===== config.mk =====
export PLATFORM = sky130hd
export DESIGN_NAME = rtx_slot_tx
export DESIGN_NICKNAME = d
export VERILOG_FILES = /design/src/rtl/rtx_pkg.sv /design/src/rtl/rtx_tick_counter.sv /design/src/rtl/rtx_bit_pick.sv /design/src/rtl/rtx_slot_tx.sv
export SDC_FILE = /design/constraint.sdc
export NUM_CORES = 1
export LEC_CHECK = 0
export ABC_AREA = 1
export BUFFER_PORTS_ARGS = -buffer_cell sky130_fd_sc_hd__clkbuf_2
export CAP_MARGIN = 0
export CELL_PAD_IN_SITES_DETAIL_PLACEMENT = 1
export CELL_PAD_IN_SITES_GLOBAL_PLACEMENT = 2
export CORE_ASPECT_RATIO = 1.5
export CORE_MARGIN = 10
export CORE_UTILIZATION = 33
export CTS_CLUSTER_SIZE = 30
export DETAILED_ROUTE_END_ITERATION = 10
export GPL_ROUTABILITY_DRIVEN = 0
export PLACE_DENSITY = 0.9
export SETUP_SLACK_MARGIN = 0.3
export SLEW_MARGIN = 20
export SYNTH_ARGS = -nofsm -noshare
export SYNTH_HDL_FRONTEND = slang
export SYNTH_HIERARCHICAL = 1
export SYNTH_SLANG_ARGS = --single-unit

===== constraint.sdc =====
create_clock -name clk -period 2.7 [get_ports clk]
set_input_delay 0.27 -clock clk [delete_from_list [all_inputs] [get_ports clk]]
set_output_delay 0.27 -clock clk [all_outputs]
set_load 0.05 [all_outputs]

===== src/rtl/rtx_pkg.sv =====
package rtx_pkg;
  typedef enum logic [1:0] {
    RTX_IDLE = 2'd0,
    RTX_GAP  = 2'd1,
    RTX_SEND = 2'd2
  } rtx_state_e;
endpackage


===== src/rtl/rtx_tick_counter.sv =====
module rtx_tick_counter #(
  parameter int W = 8
) (
  input  logic         clk,
  input  logic         rst_n,
  input  logic         clr,
  input  logic         en,
  input  logic [W-1:0] limit,
  output logic [W-1:0] cnt,
  output logic         at_limit
);
  assign at_limit = (cnt == limit);

  always_ff @(posedge clk or negedge rst_n) begin
    if (!rst_n)      cnt <= '0;
    else if (clr)    cnt <= '0;
    else if (en)     cnt <= at_limit ? '0 : cnt + 1'b1;
  end


  hold_without_tick_chk: assert property (@(posedge clk) disable iff (!rst_n)
    (!clr && !en) |=> $stable(cnt));
endmodule


===== src/rtl/rtx_bit_pick.sv =====
module rtx_bit_pick #(
  parameter int N  = 12,
  parameter int IW = 4
) (
  input  logic [N-1:0]  word,
  input  logic [IW-1:0] idx,
  input  logic          ack,
  input  logic          ks,
  output logic          bit_o
);
  logic sel;

  always_comb begin
    sel = 1'b0;
    for (int i = 0; i < N; i++)
      if (idx == IW'(i)) sel = word[i];
  end

  // acknowledge bit is a plain 1; R4: data bits are whitened
  assign bit_o = ack ? 1'b1 : (sel ^ ks);
endmodule


===== src/rtl/rtx_slot_tx.sv =====
module rtx_slot_tx #(
  parameter int GAP_DATA   = 70,
  parameter int GAP_ACK    = 758,
  parameter int SLOT_TICKS = 21,
  parameter int MAX_BITS   = 12
) (
  input  logic                clk,
  input  logic                rst_n,
  input  logic                tick_i,
  input  logic                req_valid_i,
  output logic                req_ready_o,
  input  logic                req_ack_i,
  input  logic [MAX_BITS-1:0] req_word_i,
  input  logic [$clog2(MAX_BITS+1)-1:0] req_len_i,
  input  logic                ks_bit_i,
  output logic                ks_step_o,
  output logic                mod_o,
  output logic                busy_o,
  output logic                done_o
);
  import rtx_pkg::*;

  localparam int GW         = $clog2(GAP_ACK + 1);
  localparam int SW         = $clog2(SLOT_TICKS + 1);
  localparam int LW         = $clog2(MAX_BITS + 1);
  localparam int STEPS_DATA = GAP_DATA / SLOT_TICKS - 1;
  localparam int STEPS_ACK  = GAP_ACK / SLOT_TICKS - 1;

  rtx_state_e          state_q;
  logic [MAX_BITS-1:0] word_q;
  logic [LW-1:0]       nbits_q;
  logic                ack_q;
  logic [LW-1:0]       idx_q;
  logic                mod_q;

  logic          accept, in_gap, in_send;
  logic [GW-1:0] gap_cnt, gap_lim, steps_lim;
  logic          gap_last, gap_end;
  logic [SW-1:0] slot_cnt;
  logic          slot_last, slot_end;
  logic [LW-1:0] nbits_eff, next_idx;
  logic          last_bit, load, finish, tx_bit;

  assign accept  = req_valid_i && (state_q == RTX_IDLE);
  assign in_gap  = (state_q == RTX_GAP);
  assign in_send = (state_q == RTX_SEND);

  assign gap_lim   = ack_q ? GW'(GAP_ACK - 1)  : GW'(GAP_DATA - 1);
  assign steps_lim = ack_q ? GW'(STEPS_ACK)    : GW'(STEPS_DATA);

  rtx_tick_counter #(.W(GW)) u_gap (
    .clk(clk), .rst_n(rst_n), .clr(accept), .en(in_gap && tick_i),
    .limit(gap_lim), .cnt(gap_cnt), .at_limit(gap_last)
  );

  assign gap_end = in_gap && tick_i && gap_last;

  rtx_tick_counter #(.W(SW)) u_slot (
    .clk(clk), .rst_n(rst_n), .clr(gap_end), .en(in_send && tick_i),
    .limit(SW'(SLOT_TICKS - 1)), .cnt(slot_cnt), .at_limit(slot_last)
  );

  assign slot_end  = in_send && tick_i && slot_last;
  assign nbits_eff = ack_q ? LW'(1) : nbits_q;
  assign last_bit  = (idx_q == nbits_eff - LW'(1));
  assign load      = gap_end || (slot_end && !last_bit);
  assign finish    = slot_end && last_bit;
  assign next_idx  = gap_end ? '0 : idx_q + LW'(1);

  rtx_bit_pick #(.N(MAX_BITS), .IW(LW)) u_pick (
    .word(word_q), .idx(next_idx), .ack(ack_q), .ks(ks_bit_i), .bit_o(tx_bit)
  );

  always_ff @(posedge clk or negedge rst_n) begin
    if (!rst_n) begin
      state_q <= RTX_IDLE;
      word_q  <= '0;
      nbits_q <= '0;
      ack_q   <= 1'b0;
      idx_q   <= '0;
      mod_q   <= 1'b0;
    end else begin
      if (accept) begin
        state_q <= RTX_GAP;
        word_q  <= req_word_i;
        nbits_q <= req_len_i;
        ack_q   <= req_ack_i;
      end
      if (gap_end) state_q <= RTX_SEND;
      if (load) begin
        idx_q <= next_idx;
        mod_q <= tx_bit;
      end
      if (finish) begin
        state_q <= RTX_IDLE;
        mod_q   <= 1'b0;
      end
    end
  end

  assign ks_step_o   = load || (in_gap && tick_i && (gap_cnt < steps_lim));
  assign mod_o       = mod_q;
  assign busy_o      = (state_q != RTX_IDLE);
  assign req_ready_o = (state_q == RTX_IDLE);
  assign done_o      = finish;


  len_legal_chk: assert property (@(posedge clk) disable iff (!rst_n)
    (req_valid_i && !req_ack_i) |-> (req_len_i != '0 && req_len_i <= LW'(MAX_BITS)));

  busy_after_accept_chk: assert property (@(posedge clk) disable iff (!rst_n)
    (req_valid_i && req_ready_o) |=> busy_o);

  release_after_done_chk: assert property (@(posedge clk) disable iff (!rst_n)
    done_o |=> (!busy_o && !mod_o));

  busy_holds_fields_chk: assert property (@(posedge clk) disable iff (!rst_n)
    (busy_o && req_valid_i) |=> ($stable(word_q) && $stable(nbits_q) && $stable(ack_q)));

  no_tick_freeze_chk: assert property (@(posedge clk) disable iff (!rst_n)
    (!tick_i && busy_o) |=> ($stable(mod_o) && $stable(busy_o)));

  step_needs_tick_chk: assert property (@(posedge clk) disable iff (!rst_n)
    ks_step_o |-> (tick_i && busy_o));
endmodule


==> qor_table.md <==
| Stage | Item | Reported |
| --- | --- | --- |
| setup path | Delay of the slowest cell on the worst path | 0.42 ns |
| logic synthesis | Leading post-synthesis cells by cell area | dfrtp_1, nand2_1, inv_1 |
| clocking | H-tree level count | 2 |
| clocking | TritonCTS clock tree | built |
| floorplan | Die Area | 11900 µm² |
| setup path | Buf+Inv Stages, Crit Path | 4 |
| power and ir drop | Peak ir drop on the vdd network | 0.000469 V |
| logic synthesis | Share of the yosys chip area belonging to registers | 37.6% |
| setup path | Critical Path Start Type | register |
| finish | NumNets Final | 455 |
| grt | Wire length of the first global-routing pass | 11.0 mm |
| clocking | Number of sinks driven by the clock tree | 39 |
| sta | Slew Limit Fails | 0 |
| logic synthesis | Avg Inst Size Synth | 7.04 µm² |
| clocking | Root buffer cell | clkbuf_16 |
| drt | Number of DRC violations after detailed routing | 0 |
| drt | Routed Antenna Nets | 0 |
| power and ir drop | Static Leak | 1.79 nW |
| floorplan | I/O Pins | 27 |
| setup path | Worst R2R Path Depth | 24 |
| drt | Mean routed wirelength per cell | 12.3 µm |
| setup path | Category of the worst setup path capture point | output pin |
| setup path | Reg2reg end | mod_o |
| floorplan | Std cell rows | 39 |
| outcome | Result of the run | complete, no violations |
| grt | Initial antenna violation count | 0 |
| clocking | Post-CTS Hold Buffers | 0 |
| sta | Relative slew margins | 38.8% |
| setup path | Data arrival time of the worst path | 2.10 ns |
| power and ir drop | Power density cells | 1040 nW/µm² |
| setup path | Critical path endpoint | done_o |
| sta | RSZ-0062 raised after global routing | true |
| clocking | Clock latency on the worst-skew pair | 0.29 ns |
| sta | Finish-stage setup viols | 0 |
| placed design | Number of buffers added on ports | 26 |
| finish | Fraction of layout cells with a size suffix above 1 | 24.9% |
| logic synthesis | Yosys reg bits | 39 |
| placed design | DP Cell Count | 515 |
| setup path | Top fanout value on the critical path | 5 |
| setup path | WS Path Type | reg2out |
| logic synthesis | Share of flip-flops with an asynchronous set or reset after synthesis | 100% |
| drt | Final Routed Wirelength | 6.51 mm |
| floorplan | Height of the chip | 129 µm |
| logic synthesis | Dominant cell type by area after synthesis | dfrtp_1 |
| finish | Post-Layout Cell Count | 531 |
| clocking | Maximum number of buffers from clock root to sink | 2 |
| finish | Area delta synth->final | 24.7% |
| sta | Share of the clock period used by the worst path | 87.8% |
| finish | Antenna cell count | 0 |
| job | # Max-Cap Violations | 0 |
| floorplan | Die Span X | 92.4 µm |
| drt | Via count | 2401 |
| finish | Final Util | 42.3% |
| setup path | Worst path required time | 2.43 ns |
| floorplan | Total core area | 7660 µm² |
| drt | Drt via density | 4.52 |
| setup path | Sequence of cells on the critical path | buf_6, nor2_4, ha_4, nand2_2, inv_1, nor2_1, nand3_1, nor2_4, nand4_1, inv_1, buf_8 |
| logic synthesis | Number of distinct standard cells referenced by the synthesized netlist | 28 |
| clocking | Clock edge transition at the registers on the reported setup and hold paths | 0.06 ns |
| logic synthesis | Synth Flop Type | dfrtp_1 |
| grt | Via count of the first global-routing pass | 2484 |
| sta | Achievable frequency | 0.422 GHz |
| hold path | Class of the tightest hold or removal check | in2async |
| grt | Pin count of the biggest net entering global routing | 40 |
| logic synthesis | Synthesis warning total | 6 |
| logic synthesis | Gate Count Post-Synth | 369 |
| setup path | Logic depth of the worst setup path including buffers | 11 |
| sta | Summed negative setup slack over all endpoints | 0 ns |
| power and ir drop | Overall Power | 3.36 mW |
| logic synthesis | Portion of synthesized cell area occupied by the leading cell type | 37.6% |
| setup path | Reg-to-reg slack, setup | 0.41 ns |
| setup path | Startpoint of the worst-slack reg-to-reg timing path | ack_q |
| setup path | Cell family with most CP delay | simple AND/OR/NAND/NOR gates |
| setup path | Startpoint of the worst setup timing path | ack_q |
| drt | Number of DRC markers after the initial detailed-route iteration | 84 |
| grt | Combined global-route utilization of all metal layers | 11.2% |
| sta | Actual slew at the worst max-slew pin | 0.918 ns |
| drt | Pre-antenna DRT Iters | 4 |
| setup path | Cell type of the slowest stage on the worst timing path | dfrtp_2 |
| placed design | Final HPWL from detailed placement | 5.02 mm |
| logic synthesis | Number of synthesized flops with an enable pin | 0 |
| sta | Clk_skew | 0.00365 ns |
| logic synthesis | Summed instance area of the synthesized netlist | 2600 µm² |
| sta | Min cycle time layout | 2.37 ns |
| floorplan | Initial standard-cell utilization of the core | 33.9% |
| grt | Global-route congestion overflow total | 0 |
| clocking | Inserted Clock Buffers | 5 |
| sta | Final Hold Fails | 0 |
[stage by stage]
step | hold WS (ns) | setup WS, ns | cell area, µm²
after detailed placement | 0.470 | 0.259 | 2930
after global routing | 0.182 | 0.188 | 3240
after floorplan | -0.0256 | 0.339 | 2660
final | 0.121 | 0.331 | 3240
after global placement | 0.465 | 0.344 | 2930
after CTS | 0.174 | 0.276 | 3160
[per-layer routing]
layer	share of wire (%)	up-vias	global-route usage [%]
met5	0	-	0
met4	1.7	0	3.92
met3	1.8	10	1.86
met2	55	27	21.1
met1	41	1127	12.3
li1	-	1237	-
[state kept, by name, indices dropped and copies added, names as in the netlist]
name        count
u_gap/cnt      10
u_slot/cnt      5
word_q         12
idx_q           4
ack_q           1
mod_o           1
state_q         2
nbits_q         4
[worst reg2reg max path, delay by kind of cell, from the launching register on]
kind | cells | cell delay [ns]
and+or+nand+nor | 16 | 1.26
DFF | 1 | 0.38
buffers and inverters | 8 | 0.57
[Yosys cell counts (4+ instances only)]
library cell,count
nand4_1,7
ha_1,5
inv_2,12
xor2_1,11
nor2_4,4
nor2_1,18
nand2_1,137
a21oi_1,10
dfrtp_1,39
nor2_2,9
buf_2,4
inv_1,43
nand3_2,9
nand2_2,8
o21ai_1,5
nand3_1,26
o21ai_0,6
[power breakdown]
group,leakage [nW],total [mW],switching (mW),internal [mW]
logic,1.22,1.63,0.992,0.638
registers,0.482,1.04,0.235,0.807
clock network,0.0868,0.692,0.233,0.459
total,1.79,3.36,1.46,1.90
[cells by family (layout without fill, tap and decap cells)]
kind of cell	count (synthesis)	count (layout)	share of synthesized area (%)
AOI/OAI and AO/OA	24	24	5.49
xor gates and xnor gates	13	13	4.39
adders and majority gates	5	5	2.41
buffers and inverters	60	102	8.87
DFF	39	39	37.6
other	2	20	0.289
and+or+nand+nor	226	226	41.0
[what timing repair did]
action                     4_1_cts  5_1_grt
setup endpoints to repair        3        3
gates cloned                     0        0
buffers inserted                 3        5
pin swaps                        3        6
hold endpoints to repair         0        0
resized for setup                9       15
[how the worst min path moves through the flow]
stage	from	end	slack [ns]	depth (start not counted)
finish	rst_n	word_q[3]	0.12	1
detailed placement	req_word_i[11]	word_q[11]	0.47	3
CTS	req_word_i[7]	word_q[7]	0.17	3
floorplan	rst_n	ack_q	-0.03	0
global route	rst_n	word_q[3]	0.18	1
global placement	req_len_i[0]	nbits_q[0]	0.46	3
[cell type report]
class	instances	area [µm²]
Clock buffer	6	139
Sequential cell	39	978
Multi-Input combinational cell	288	1490
Clock inverter	2	35.0
Inverter	56	218
Timing Repair Buffer	38	248
Fill cell	996	4420
Tap cell	102	128
[placed cells by master, fill, tap and decap left out, types with 3 or more instances in the layout]
cell and n:
nor2_4 4, inv_2 13, nand2_2 9, inv_1 39, conb_1 20, buf_4 10
nor3_1 3, nand2_1 134, inv_4 3, xor2_1 11, nand3_1 25, ha_1 4
nand2_4 3, clkbuf_16 5, o21ai_0 6, nand3_2 10, nor2_2 9, a21oi_1 10
o21ai_1 5, nor2_1 18, clkbuf_2 23, dfrtp_1 37, nand4_1 7
Power figures use the tool's default switching activity.
